File: src/rtl/wr_ctl_pkg.sv
package wr_ctl_pkg;
    localparam logic [7:0] OP_WRITE = 8'h02;
    localparam logic [7:0] OP_RDSR  = 8'h05;
    localparam int ADDR_BYTES       = 3;
    localparam int OFS_W            = 8;

    typedef enum logic [2:0] {
        PH_IDLE,
        PH_OPC,
        PH_ADDR,
        PH_DATA,
        PH_SKIP
    } phase_e;
endpackage

File: src/rtl/spi_rx_sync.sv
module spi_rx_sync #(
    parameter int SYNC_STAGES = 2
) (
    input  logic clk,
    input  logic rst_n,
    input  logic sck,
    input  logic cs_n,
    input  logic mosi,
    output logic bit_stb,
    output logic bit_val,
    output logic cs_fall,
    output logic cs_rise
);
    localparam int CW = SYNC_STAGES * 3;

    typedef struct packed {
        logic [CW-1:0] chain;
        logic [1:0]    last;
    } sync_t;

    sync_t q, d;
    logic [2:0] synced;

    assign synced = q.chain[CW-1 -: 3];

    always_comb begin
        d       = q;
        d.chain = {q.chain[CW-4:0], sck, cs_n, mosi};
        d.last  = synced[2:1];
    end

    always_ff @(posedge clk or negedge rst_n) begin
        if (!rst_n) begin
            q.chain <= {SYNC_STAGES{3'b010}};
            q.last  <= 2'b01;
        end else begin
            q <= d;
        end
    end

    assign bit_stb = synced[2] & ~q.last[1] & ~synced[1];
    assign bit_val = synced[0];
    assign cs_rise = synced[1] & ~q.last[0];
    assign cs_fall = ~synced[1] & q.last[0];
endmodule

File: src/rtl/wr_seq_fsm.sv
module wr_seq_fsm
    import wr_ctl_pkg::*;
#(
    parameter int MAIN_AW = 17
) (
    input  logic                   clk,
    input  logic                   rst_n,
    input  logic                   bit_stb,
    input  logic                   bit_val,
    input  logic                   cs_fall,
    input  logic                   cs_rise,
    input  logic                   busy,
    input  logic                   wel,
    input  logic                   ipl,
    input  logic                   lip,
    input  logic [1:0]             bp,
    output logic                   load_vld,
    output logic [OFS_W-1:0]       load_idx,
    output logic [7:0]             load_data,
    output logic                   buf_clr,
    output logic                   start,
    output logic                   tgt_id,
    output logic [MAIN_AW-OFS_W-1:0] page,
    output logic                   fwd_vld,
    output logic [7:0]             fwd_op
);
    localparam int PAGE_W = MAIN_AW - OFS_W;
    localparam int AB_W   = $clog2(ADDR_BYTES + 1);

    typedef struct packed {
        phase_e            phase;
        logic [2:0]        bitcnt;
        logic [6:0]        shreg;
        logic [AB_W-1:0]   abytes;
        logic [PAGE_W-1:0] page;
        logic [OFS_W-1:0]  ptr;
        logic              got;
        logic              tgt_id;
        logic              start;
        logic              load_vld;
        logic [OFS_W-1:0]  load_idx;
        logic [7:0]        load_data;
        logic              clr;
        logic              fwd_vld;
        logic [7:0]        fwd_op;
    } seq_t;

    seq_t q, d;
    logic [7:0] byte_now;
    logic       byte_done;

    assign byte_now  = {q.shreg, bit_val};
    assign byte_done = bit_stb && (q.bitcnt == 3'd7);

    function automatic logic in_prot(input logic [OFS_W-1:0] ofs, input logic [1:0] lvl);
        case (lvl)
            2'b01:   in_prot = (ofs[OFS_W-1:OFS_W-2] == 2'b11);
            2'b10:   in_prot = ofs[OFS_W-1];
            2'b11:   in_prot = 1'b1;
            default: in_prot = 1'b0;
        endcase
    endfunction

    always_comb begin
        d          = q;
        d.start    = 1'b0;
        d.load_vld = 1'b0;
        d.clr      = 1'b0;
        d.fwd_vld  = 1'b0;
        if (cs_fall) begin
            d.phase  = PH_OPC;
            d.bitcnt = '0;
            d.abytes = '0;
            d.got    = 1'b0;
        end else if (cs_rise) begin
            if (q.phase == PH_DATA && q.bitcnt == 3'd0 && q.got) begin
                d.start = 1'b1;
            end
            d.phase = PH_IDLE;
        end else if (bit_stb && q.phase != PH_IDLE) begin
            d.shreg  = byte_now[6:0];
            d.bitcnt = q.bitcnt + 3'd1;
            if (byte_done) begin
                case (q.phase)
                    PH_OPC: begin
                        d.phase = PH_SKIP;
                        if (busy) begin
                            if (byte_now == OP_RDSR) begin
                                d.fwd_vld = 1'b1;
                                d.fwd_op  = byte_now;
                            end
                        end else if (byte_now == OP_WRITE) begin
                            if (wel) d.phase = PH_ADDR;
                        end else begin
                            d.fwd_vld = 1'b1;
                            d.fwd_op  = byte_now;
                        end
                    end
                    PH_ADDR: begin
                        d.abytes = q.abytes + 1'b1;
                        if (q.abytes == AB_W'(ADDR_BYTES - 1)) begin
                            if (ipl && (lip || in_prot(byte_now, bp))) begin
                                d.phase = PH_SKIP;
                            end else begin
                                d.phase  = PH_DATA;
                                d.ptr    = byte_now;
                                d.tgt_id = ipl;
                                d.clr    = 1'b1;
                            end
                        end else begin
                            d.page = PAGE_W'({q.page, byte_now});
                        end
                    end
                    PH_DATA: begin
                        d.load_vld  = 1'b1;
                        d.load_idx  = q.ptr;
                        d.load_data = byte_now;
                        d.ptr       = q.ptr + 1'b1;
                        d.got       = 1'b1;
                    end
                    default: ;
                endcase
            end
        end
    end

    always_ff @(posedge clk or negedge rst_n) begin
        if (!rst_n) begin
            q       <= '0;
            q.phase <= PH_IDLE;
        end else begin
            q <= d;
        end
    end

    assign load_vld  = q.load_vld;
    assign load_idx  = q.load_idx;
    assign load_data = q.load_data;
    assign buf_clr   = q.clr;
    assign start     = q.start;
    assign tgt_id    = q.tgt_id;
    assign page      = q.page;
    assign fwd_vld   = q.fwd_vld;
    assign fwd_op    = q.fwd_op;

    // while busy only the status read may be forwarded
    a_r7_busy_fwd_rdsr: assert property (@(posedge clk) disable iff (!rst_n)
        (q.fwd_vld && busy) |-> (q.fwd_op == OP_RDSR));

    // an accepted identification-page write never sees a lock or full protection
    a_r10_id_accept_rules: assert property (@(posedge clk) disable iff (!rst_n)
        (q.clr && q.tgt_id) |-> (!$past(lip) && $past(bp) != 2'b11));
endmodule

File: src/rtl/wr_page_buf.sv
module wr_page_buf
    import wr_ctl_pkg::*;
#(
    parameter int MAIN_AW = 17
) (
    input  logic                     clk,
    input  logic                     rst_n,
    input  logic                     clr,
    input  logic                     load_vld,
    input  logic [OFS_W-1:0]         load_idx,
    input  logic [7:0]               load_data,
    input  logic                     commit,
    input  logic                     tgt_id,
    input  logic [MAIN_AW-OFS_W-1:0] page,
    output logic                     mem_we,
    output logic                     mem_id,
    output logic [MAIN_AW-1:0]       mem_addr,
    output logic [7:0]               mem_wdata
);
    localparam int DEPTH  = 2 ** OFS_W;
    localparam int PAGE_W = MAIN_AW - OFS_W;

    typedef struct packed {
        logic [DEPTH-1:0]   vld;
        logic               walk;
        logic [OFS_W-1:0]   idx;
        logic               we;
        logic               id;
        logic [MAIN_AW-1:0] addr;
        logic [7:0]         wdata;
    } buf_t;

    buf_t q, d;
    logic [7:0] store [DEPTH];

    always_ff @(posedge clk) begin
        if (load_vld) store[load_idx] <= load_data;
    end

    always_comb begin
        d    = q;
        d.we = 1'b0;
        if (clr) d.vld = '0;
        if (load_vld) d.vld[load_idx] = 1'b1;
        if (commit) begin
            d.walk = 1'b1;
            d.idx  = '0;
        end else if (q.walk) begin
            if (q.vld[q.idx]) begin
                d.we    = 1'b1;
                d.id    = tgt_id;
                d.addr  = tgt_id ? {{PAGE_W{1'b0}}, q.idx} : {page, q.idx};
                d.wdata = store[q.idx];
            end
            d.idx = q.idx + 1'b1;
            if (q.idx == OFS_W'(DEPTH - 1)) d.walk = 1'b0;
        end
    end

    always_ff @(posedge clk or negedge rst_n) begin
        if (!rst_n) q <= '0;
        else        q <= d;
    end

    assign mem_we    = q.we;
    assign mem_id    = q.id;
    assign mem_addr  = q.addr;
    assign mem_wdata = q.wdata;

    // the buffer is never loaded while its contents are being committed
    a_r4_no_load_in_commit: assert property (@(posedge clk) disable iff (!rst_n)
        load_vld |-> !q.walk);

    // array writes only come from the commit walk
    a_r4_we_from_walk: assert property (@(posedge clk) disable iff (!rst_n)
        q.we |-> $past(q.walk));
endmodule

File: src/rtl/wr_cmd_ctl.sv
module wr_cmd_ctl
    import wr_ctl_pkg::*;
#(
    parameter int WRITE_CYCLES = 600,
    parameter int MAIN_AW      = 17,
    parameter int SYNC_STAGES  = 2
) (
    input  logic               clk,
    input  logic               rst_n,
    input  logic               spi_sck,
    input  logic               spi_cs_n,
    input  logic               spi_mosi,
    input  logic               wel_set,
    input  logic               ipl,
    input  logic               lip,
    input  logic [1:0]         bp,
    output logic               wel,
    output logic               rdy,
    output logic               cmd_vld,
    output logic [7:0]         cmd_op,
    output logic               mem_we,
    output logic               mem_id,
    output logic [MAIN_AW-1:0] mem_addr,
    output logic [7:0]         mem_wdata
);
    localparam int CNT_W  = $clog2(WRITE_CYCLES + 1);
    localparam int PAGE_W = MAIN_AW - OFS_W;

    typedef struct packed {
        logic             busy;
        logic [CNT_W-1:0] cnt;
        logic             wel;
    } ctl_t;

    ctl_t q, d;

    logic              bit_stb, bit_val, cs_fall, cs_rise;
    logic              load_vld, buf_clr, start, tgt_id;
    logic [OFS_W-1:0]  load_idx;
    logic [7:0]        load_data;
    logic [PAGE_W-1:0] page;

    spi_rx_sync #(.SYNC_STAGES(SYNC_STAGES)) u_sync (
        .clk     (clk),
        .rst_n   (rst_n),
        .sck     (spi_sck),
        .cs_n    (spi_cs_n),
        .mosi    (spi_mosi),
        .bit_stb (bit_stb),
        .bit_val (bit_val),
        .cs_fall (cs_fall),
        .cs_rise (cs_rise)
    );

    wr_seq_fsm #(.MAIN_AW(MAIN_AW)) u_seq (
        .clk       (clk),
        .rst_n     (rst_n),
        .bit_stb   (bit_stb),
        .bit_val   (bit_val),
        .cs_fall   (cs_fall),
        .cs_rise   (cs_rise),
        .busy      (q.busy),
        .wel       (q.wel),
        .ipl       (ipl),
        .lip       (lip),
        .bp        (bp),
        .load_vld  (load_vld),
        .load_idx  (load_idx),
        .load_data (load_data),
        .buf_clr   (buf_clr),
        .start     (start),
        .tgt_id    (tgt_id),
        .page      (page),
        .fwd_vld   (cmd_vld),
        .fwd_op    (cmd_op)
    );

    wr_page_buf #(.MAIN_AW(MAIN_AW)) u_buf (
        .clk       (clk),
        .rst_n     (rst_n),
        .clr       (buf_clr),
        .load_vld  (load_vld),
        .load_idx  (load_idx),
        .load_data (load_data),
        .commit    (start),
        .tgt_id    (tgt_id),
        .page      (page),
        .mem_we    (mem_we),
        .mem_id    (mem_id),
        .mem_addr  (mem_addr),
        .mem_wdata (mem_wdata)
    );

    always_comb begin
        d = q;
        if (start) begin
            d.busy = 1'b1;
            d.cnt  = CNT_W'(WRITE_CYCLES - 1);
        end else if (q.busy) begin
            if (q.cnt == '0) begin
                d.busy = 1'b0;
                d.wel  = 1'b0;
            end else begin
                d.cnt = q.cnt - 1'b1;
            end
        end
        if (wel_set && !q.busy && !start) d.wel = 1'b1;
    end

    always_ff @(posedge clk or negedge rst_n) begin
        if (!rst_n) q <= '0;
        else        q <= d;
    end

    assign wel = q.wel;
    assign rdy = q.busy;

    // a programming cycle only starts from an enabled, idle state
    a_r1_start_needs_wel: assert property (@(posedge clk) disable iff (!rst_n)
        start |-> (q.wel && !q.busy));

    // the latch is down once the busy period ends
    a_r8_wel_drop_at_end: assert property (@(posedge clk) disable iff (!rst_n)
        $fell(q.busy) |-> !q.wel);
endmodule

File: config.mk
export PLATFORM = sky130hd
export DESIGN_NAME = wr_cmd_ctl
export DESIGN_NICKNAME = d
export VERILOG_FILES = /design/src/rtl/wr_ctl_pkg.sv /design/src/rtl/spi_rx_sync.sv /design/src/rtl/wr_seq_fsm.sv /design/src/rtl/wr_page_buf.sv /design/src/rtl/wr_cmd_ctl.sv
export SDC_FILE = /design/constraint.sdc
export NUM_CORES = 2
export LEC_CHECK = 0
export BUFFER_PORTS_ARGS = -buffer_cell sky130_fd_sc_hd__clkbuf_2
export CAP_MARGIN = 20
export CORE_MARGIN = 2
export CORE_UTILIZATION = 54
export CTS_CLUSTER_DIAMETER = 80
export DETAILED_ROUTE_END_ITERATION = 8
export MAX_ROUTING_LAYER = met4
export PLACE_DENSITY_LB_ADDON = 0.1
export SLEW_MARGIN = 25
export SYNTH_ARGS = -nofsm -noshare
export SYNTH_HDL_FRONTEND = slang
export SYNTH_SLANG_ARGS = --single-unit
File: constraint.sdc
create_clock -name clk -period 5.2 [get_ports clk]
set_input_delay 0.52 -clock clk [delete_from_list [all_inputs] [get_ports clk]]
set_output_delay 0.52 -clock clk [all_outputs]
set_load 0.01 [all_outputs]
**Word-level counts from Yosys, hierarchy flattened**

Memories as Yosys holds them, arrays and structs flattened.
Cells that the tools add are included.

- Flip-flop bits (word level): 374
- Memory bits (writable): 2048
- Output and inout bits: 38
- Memories: 1

Memory list:

| memory | words | width | read ports | clocked after Yosys merged registers in | write ports | RTL line | RTL |
|---|---|---|---|---|---|---|---|
| u_buf.store | 256 | 8 | 1 | 0 | 1 | wr_page_buf.sv:34 | `logic [7:0] store [DEPTH];` |

- $add $sub $neg: 5
- $lt $le $gt $ge: 3
- Eq/ne operators: 20
- Muxes and demuxes: 65
- Bitwise gates (word level): 13
- Reductions and logical operators: 39

Operators by type and width:

| kind | number |
|---|---|
| two-way mux 256 bit | 2 |
| bitwise OR 256 bit | 1 |
| two-way mux 27 bit | 5 |
| two-way mux 9 bit | 6 |
| two-way mux 36 bit | 1 |
| two-way mux 17 bit | 2 |
| two-way mux 34 bit | 1 |
| two-way mux 31 bit | 1 |
| two-way mux 28 bit | 1 |
| two-way mux 1 bit | 25 |
| two-way mux 11 bit | 2 |
| two-way mux 21 bit | 1 |
| two-way mux 3 bit | 7 |
| AND reduction 7 bit | 3 |
| < comparator 8 x 9 -> 1 bit (second input constant) | 2 |
| nonzero test 2 bit | 9 |
| adder 8 x 1 -> 8 bit (second input constant) | 2 |
| two-way mux 8 bit | 2 |
| one-hot mux 8 bit (2 select lines) | 1 |
| two-way mux 12 bit | 1 |
| AND reduction 4 bit | 3 |
| zero test 10 bit | 1 |
| two-way mux 10 bit | 1 |
| subtractor 10 x 1 -> 10 bit (second input constant) | 1 |
| 32 further kinds | 64 |

**Depth between registers and ports, before layout**

- Depth after elaboration: 17
- Depth in mapped cells: 14
- Mapped depth without buffers: 9

**Cells and area by module**

A second synthesis with hierarchy kept.

- Cell total of the unflattened synthesis: 5430
- Area total of the unflattened synthesis: 97390.9 um^2

Modules (own cells, without submodules):

| module | times used | cells an instance | area each (um^2) | sequential area each (um^2) |
|---|---|---|---|---|
| wr_page_buf | 1 | 5051 | 93365.8 | 68806.0 |
| wr_seq_fsm | 1 | 303 | 3138.0 | 1551.5 |
| wr_cmd_ctl | 1 | 65 | 655.6 | 300.3 |
| spi_rx_sync | 1 | 11 | 231.5 | 203.9 |

**Worst setup path before layout**

No wires, ideal clock.

- Path kind: flip-flop to flip-flop
- Start point: register u_seq.q, in the netlist u_seq.load_data[0]
- End point: memory u_buf.store[0][0], data pin
- Setup time: 803 ps
- Arrival time: 3181 ps
- Required time: 4397 ps
- Path slack: 1216 ps
- Stages on the path, launching flop included: 1
- Period minus slack after synthesis: 3984 ps
- Cell sequence: dfrtp_1

RTL lines:

| what | RTL line | RTL |
|---|---|---|
| start, declared | wr_seq_fsm.sv:48 | `seq_t q, d;` |
| end, declared | wr_page_buf.sv:34 |  |

Straight into the memory's write port.

**Worst setup path in the final report**

- Start point: register u_buf.q[27] (netlist bit)
- End point: register u_buf.q, in the netlist u_buf.mem_wdata[7]

- Word-level cells in the longest chain between the ends: 3
- Elaborated cells between the ends (all ways): 4
- Classes of those cells: 2 x mux; 1 x reduce/logical; 1 x memory

RTL lines:

| what | RTL line | RTL |
|---|---|---|
| start, declared | wr_page_buf.sv:33 | `buf_t q, d;` |
| start signal, assigned | wr_page_buf.sv:61 | `if (!rst_n) q <= '0;` |
| start signal, assigned | wr_page_buf.sv:62 | `else q <= d;` |
| binary-select mux 1 bit (select 8 bit) | wr_page_buf.sv:49 | `if (q.vld[q.idx]) begin` |
| two-way mux 1 bit (implied by the code) | wr_page_buf.sv:49 |  |
| AND reduction 3 bit (no line) | n/a |  |

Parallel ways exist; a longest one is shown, timed or not. The select of a mux whose other input is x is not followed.
A chain may end at the register's enable or synchronous reset.

==> metrics.cfg <==
[run_status]
status=completed

[power_and_ir_drop]
ir_drop_mv=0.3600
intPower_mw=30.59
power-per-cell-area_mw_per_mm2=357.1
p_sw_frac=0.1957
power.share.combinational=0.004
pwr-share-clk=0.448
switchingPower_mw=7.445
power.sequential.fraction=0.548
leakage_nw=30.39

[route]
drt_pass1_iterations=6
drc=0
post_drt_wl_per_cell_um=31.33
number_of_routed_nets_with_antenna_violations=0
routed_wl_um=241800
num_vias=49190
drc_violation_total_after_the_first_tritonroute_iteration=5948
route.detailed.vias_per_inst=6.374

[timing]
final_hold_viol_count=0
layout_worst_path_cycle_share=0.8845
slew_viol_final=0
setup_tns_ps=0
worst_pin_slew_ps=1109
clock.fmax_ghz=0.2174
slew_headroom=0.2540
setup_violations=0
final.min_clock_period_ps=4599
finClkSkew_ps=41.62
rsz0062_at_grt=false

[logic_synthesis]
ys_seq_area_frac=0.7396
mappedNetlistArea_mm2=0.09581
synth_enable_flop_cells=2048
synth_area_leader_cell=edfxtp_1
area_share_of_the_leading_cell_type_in_the_synthesized_netlist=0.6419
synthDistinctLibCells=76
synth_flop_cell=edfxtp_1
synthArstFlopShare=0.1544
postSynthNetCount=5129
count_of_mapped_cells_out_of_synthesis=5109
ys_warn_count=0
synth_area_leaders=edfxtp_1, mux4_2, dfrtp_1
post_synth.cell_area_avg_um2=18.75
yosys_register_bits=2422

[global_routing]
pin_count_of_the_biggest_net_entering_global_routing=153
grt_pass1_wl_um=352400
antenna_found_initial=5
gr-total-overflow=0
via_count_of_the_first_global_routing_pass=48990
grt.total_usage=0.2794

[die]
die_span_y_um=425.2
boundaryPins=48
placement_rows=154
placeable_area_mm2=0.1763
chipWidth_um=425.2
fp.dieArea_mm2=0.1808
floorplan.initialDensity=0.5434

[clock_network]
cts_tree=done
cts_root_buf=clkbuf_16
cts_made_buffers=238
path_clk_slew_ps=60
cts.sink_count=2422
cts_setup_buffers=0
post_cts_resized=0
max-clock-path-buffers=3
postCtsHoldBufs=6
clkLatencyLatePin_ps=900
htree_levels=4

[layout]
final.fill_count=12760
sequential_cell_area_mm2=0.07091
fraction_of_final_layout_cells_sized_beyond_drive_strength_1=0.2266
design.final.nets=5190
multi_input_area_mm2=0.02199
stdcell_count=7717
area_growth_syn_to_layout_pct=11.18

[worst_setup_path]
worst_path_dominant_cell_family=flip-flops
timing.critical_path.required_ps=5970
critical_path.max_stage_delay_ps=1050
critical_path.startpoint_type=flop
critical_path_peak_fanout=32
worst_ep_arrival_time_ps=5360
slowest_stage=dfrtp_4
combined_buffer_and_inverter_count_along_the_critical_path=2
timing_worst_setup_path_type=flop to flop
endpoint_kind=flop
crit_path_cell_trace=buf_12, buf_4, mux4_2, a22oi_1, a21oi_1, nor4_1, o22ai_1, a221o_1, mux2_2

[placed_design]
place.port_buffers=47
dp.cells=7261
gp_congestion=0.8497
dp.final_hpwl_um=143100

[run]
maxCapViolations=0

[min_path]
min_path_type=input pin to flop

[path summary, 6_finish.rpt]
path	from	endpoint	slack, ps	cells past startpoint
worst max-delay path	u_buf.q[27]	u_buf.mem_wdata[7]	600	9
worst min-delay path	spi_cs_n	u_sync.d[6]	290	2
worst max register to register	u_buf.q[27]	u_buf.mem_wdata[7]	600	9
worst min register to register	u_sync.d[5]	u_sync.bit_val	350	0
max in group asynchronous	rst_n	u_buf.q[275]	3650	3
min in group asynchronous	rst_n	u_seq.fwd_op[1]	300	2
[through the flow]
stage	worst slack [ps]	hold slack, ps	power [mW]	util	area (µm²)
2_1_floorplan	1216	224.4	21.31	-	95810
3_3_place_gp	603.6	333.6	21.41	0.5596	98660
3_5_place_dp	648.9	344.9	21.41	0.5596	98660
4_1_cts	612.7	238.9	38.26	0.6038	106500
5_1_grt	508.8	271.8	39.08	0.6042	106500
6_report	600.6	290.9	38.04	0.6042	106500
[logic make-up after synthesis]
| group | synth area share |
|---|---|
| adder cells (fa/ha/maj) | 0.001306 |
| flip-flops | 0.7396 |
| multiplexers | 0.1471 |
| AO/OA/AOI/OAI | 0.05216 |
| XOR/XNOR | 0.001006 |
| AND/OR/NAND/NOR | 0.02628 |
| buffers and inverters | 0.03256 |
[sequential cells by signal (all words and copies together), names as in the netlist, 7 cells and up]
name and cells:
u_seq.q 17, u_buf.mem_addr 17, u_seq.byte_now 7, u_seq.load_data 8, u_seq.page 9, u_seq.load_idx 8, u_buf.q 265, q 10
u_buf.store 2048, u_buf.mem_wdata 8, u_seq.fwd_op 8
[worst register-to-register path, delay by kind of cell (launching register included)]
family / cells / cell delay (ps)
and+or+nand+nor: 1 / 950
AOI/OAI and AO/OA: 4 / 1040
buffers and inverters: 2 / 660
DFF: 1 / 1050
muxes: 2 / 770
[final cells by class]
type	instances	area share
flip-flops and latches	2422	0.6657
multi-input cells	2022	0.2065
clock buffers	314	0.06093
well taps	2340	0.02749
repair buffers	209	0.01800
clock inverters	132	0.01161
inverters	277	0.009761
diodes	1	0.00002349
[cell usage after synthesis (all sizes together), types with 4 or more instances]
cell type / n
edfxtp: 2048
mux4: 552
dfrtp: 371
nor2: 314
o22ai: 279
inv: 276
clkbuf: 204
buf: 182
a22oi: 170
a21oi: 101
nand2: 91
mux2: 78
mux2i: 69
o21ai: 39
a22o: 35
a221oi: 34
nand3: 34
nor2b: 29
nor4: 21
nand2b: 13
nor3: 13
o211ai: 12
ha: 10
a211oi: 9
and3: 9
and2: 8
xnor2: 8
o221ai: 7
or3: 7
a31oi: 6
nand4: 6
a221o: 5
nand3b: 5
o31a: 5
o31ai: 5
or4: 5
a2111oi: 4
[layout by cell type (no fill, tap or decap), types with 39 or more instances in the layout]
cell          n
dfrtp_1     356
mux2i_1      69
clkinv_1     52
o22ai_1     279
clkbuf_2     46
o21ai_0      39
mux2_2       66
mux4_2      539
edfxtp_1   2048
clkbuf_16   245
a22oi_1     170
inv_1       276
clkbuf_1     59
a21oi_1     100
nor2_1      311
buf_4       120
nand2_1      79
clkinv_2     42
[routing by layer]
metal | up-vias | routed length [µm] | GRT usage
met5 | - | 0 | -
met3 | 309 | 18240 | 0.04830
met4 | 0 | 5450 | 0.06874
met1 | 26270 | 103600 | 0.4084
met2 | 2010 | 114500 | 0.4154
li1 | 20600 | - | -
[power groups by stage]
stage / combinational, mW / sequential (mW) / clock, mW
6_report: 0.159 / 20.9 / 17.0
5_1_grt: 0.186 / 20.8 / 18.0
4_1_cts: 0.162 / 20.9 / 17.2
3_5_place_dp: 0.158 / 21.3 / 0
3_3_place_gp: 0.154 / 21.3 / 0
2_1_floorplan: 0.0833 / 21.2 / 0
(Power assumes the default switching activity.)
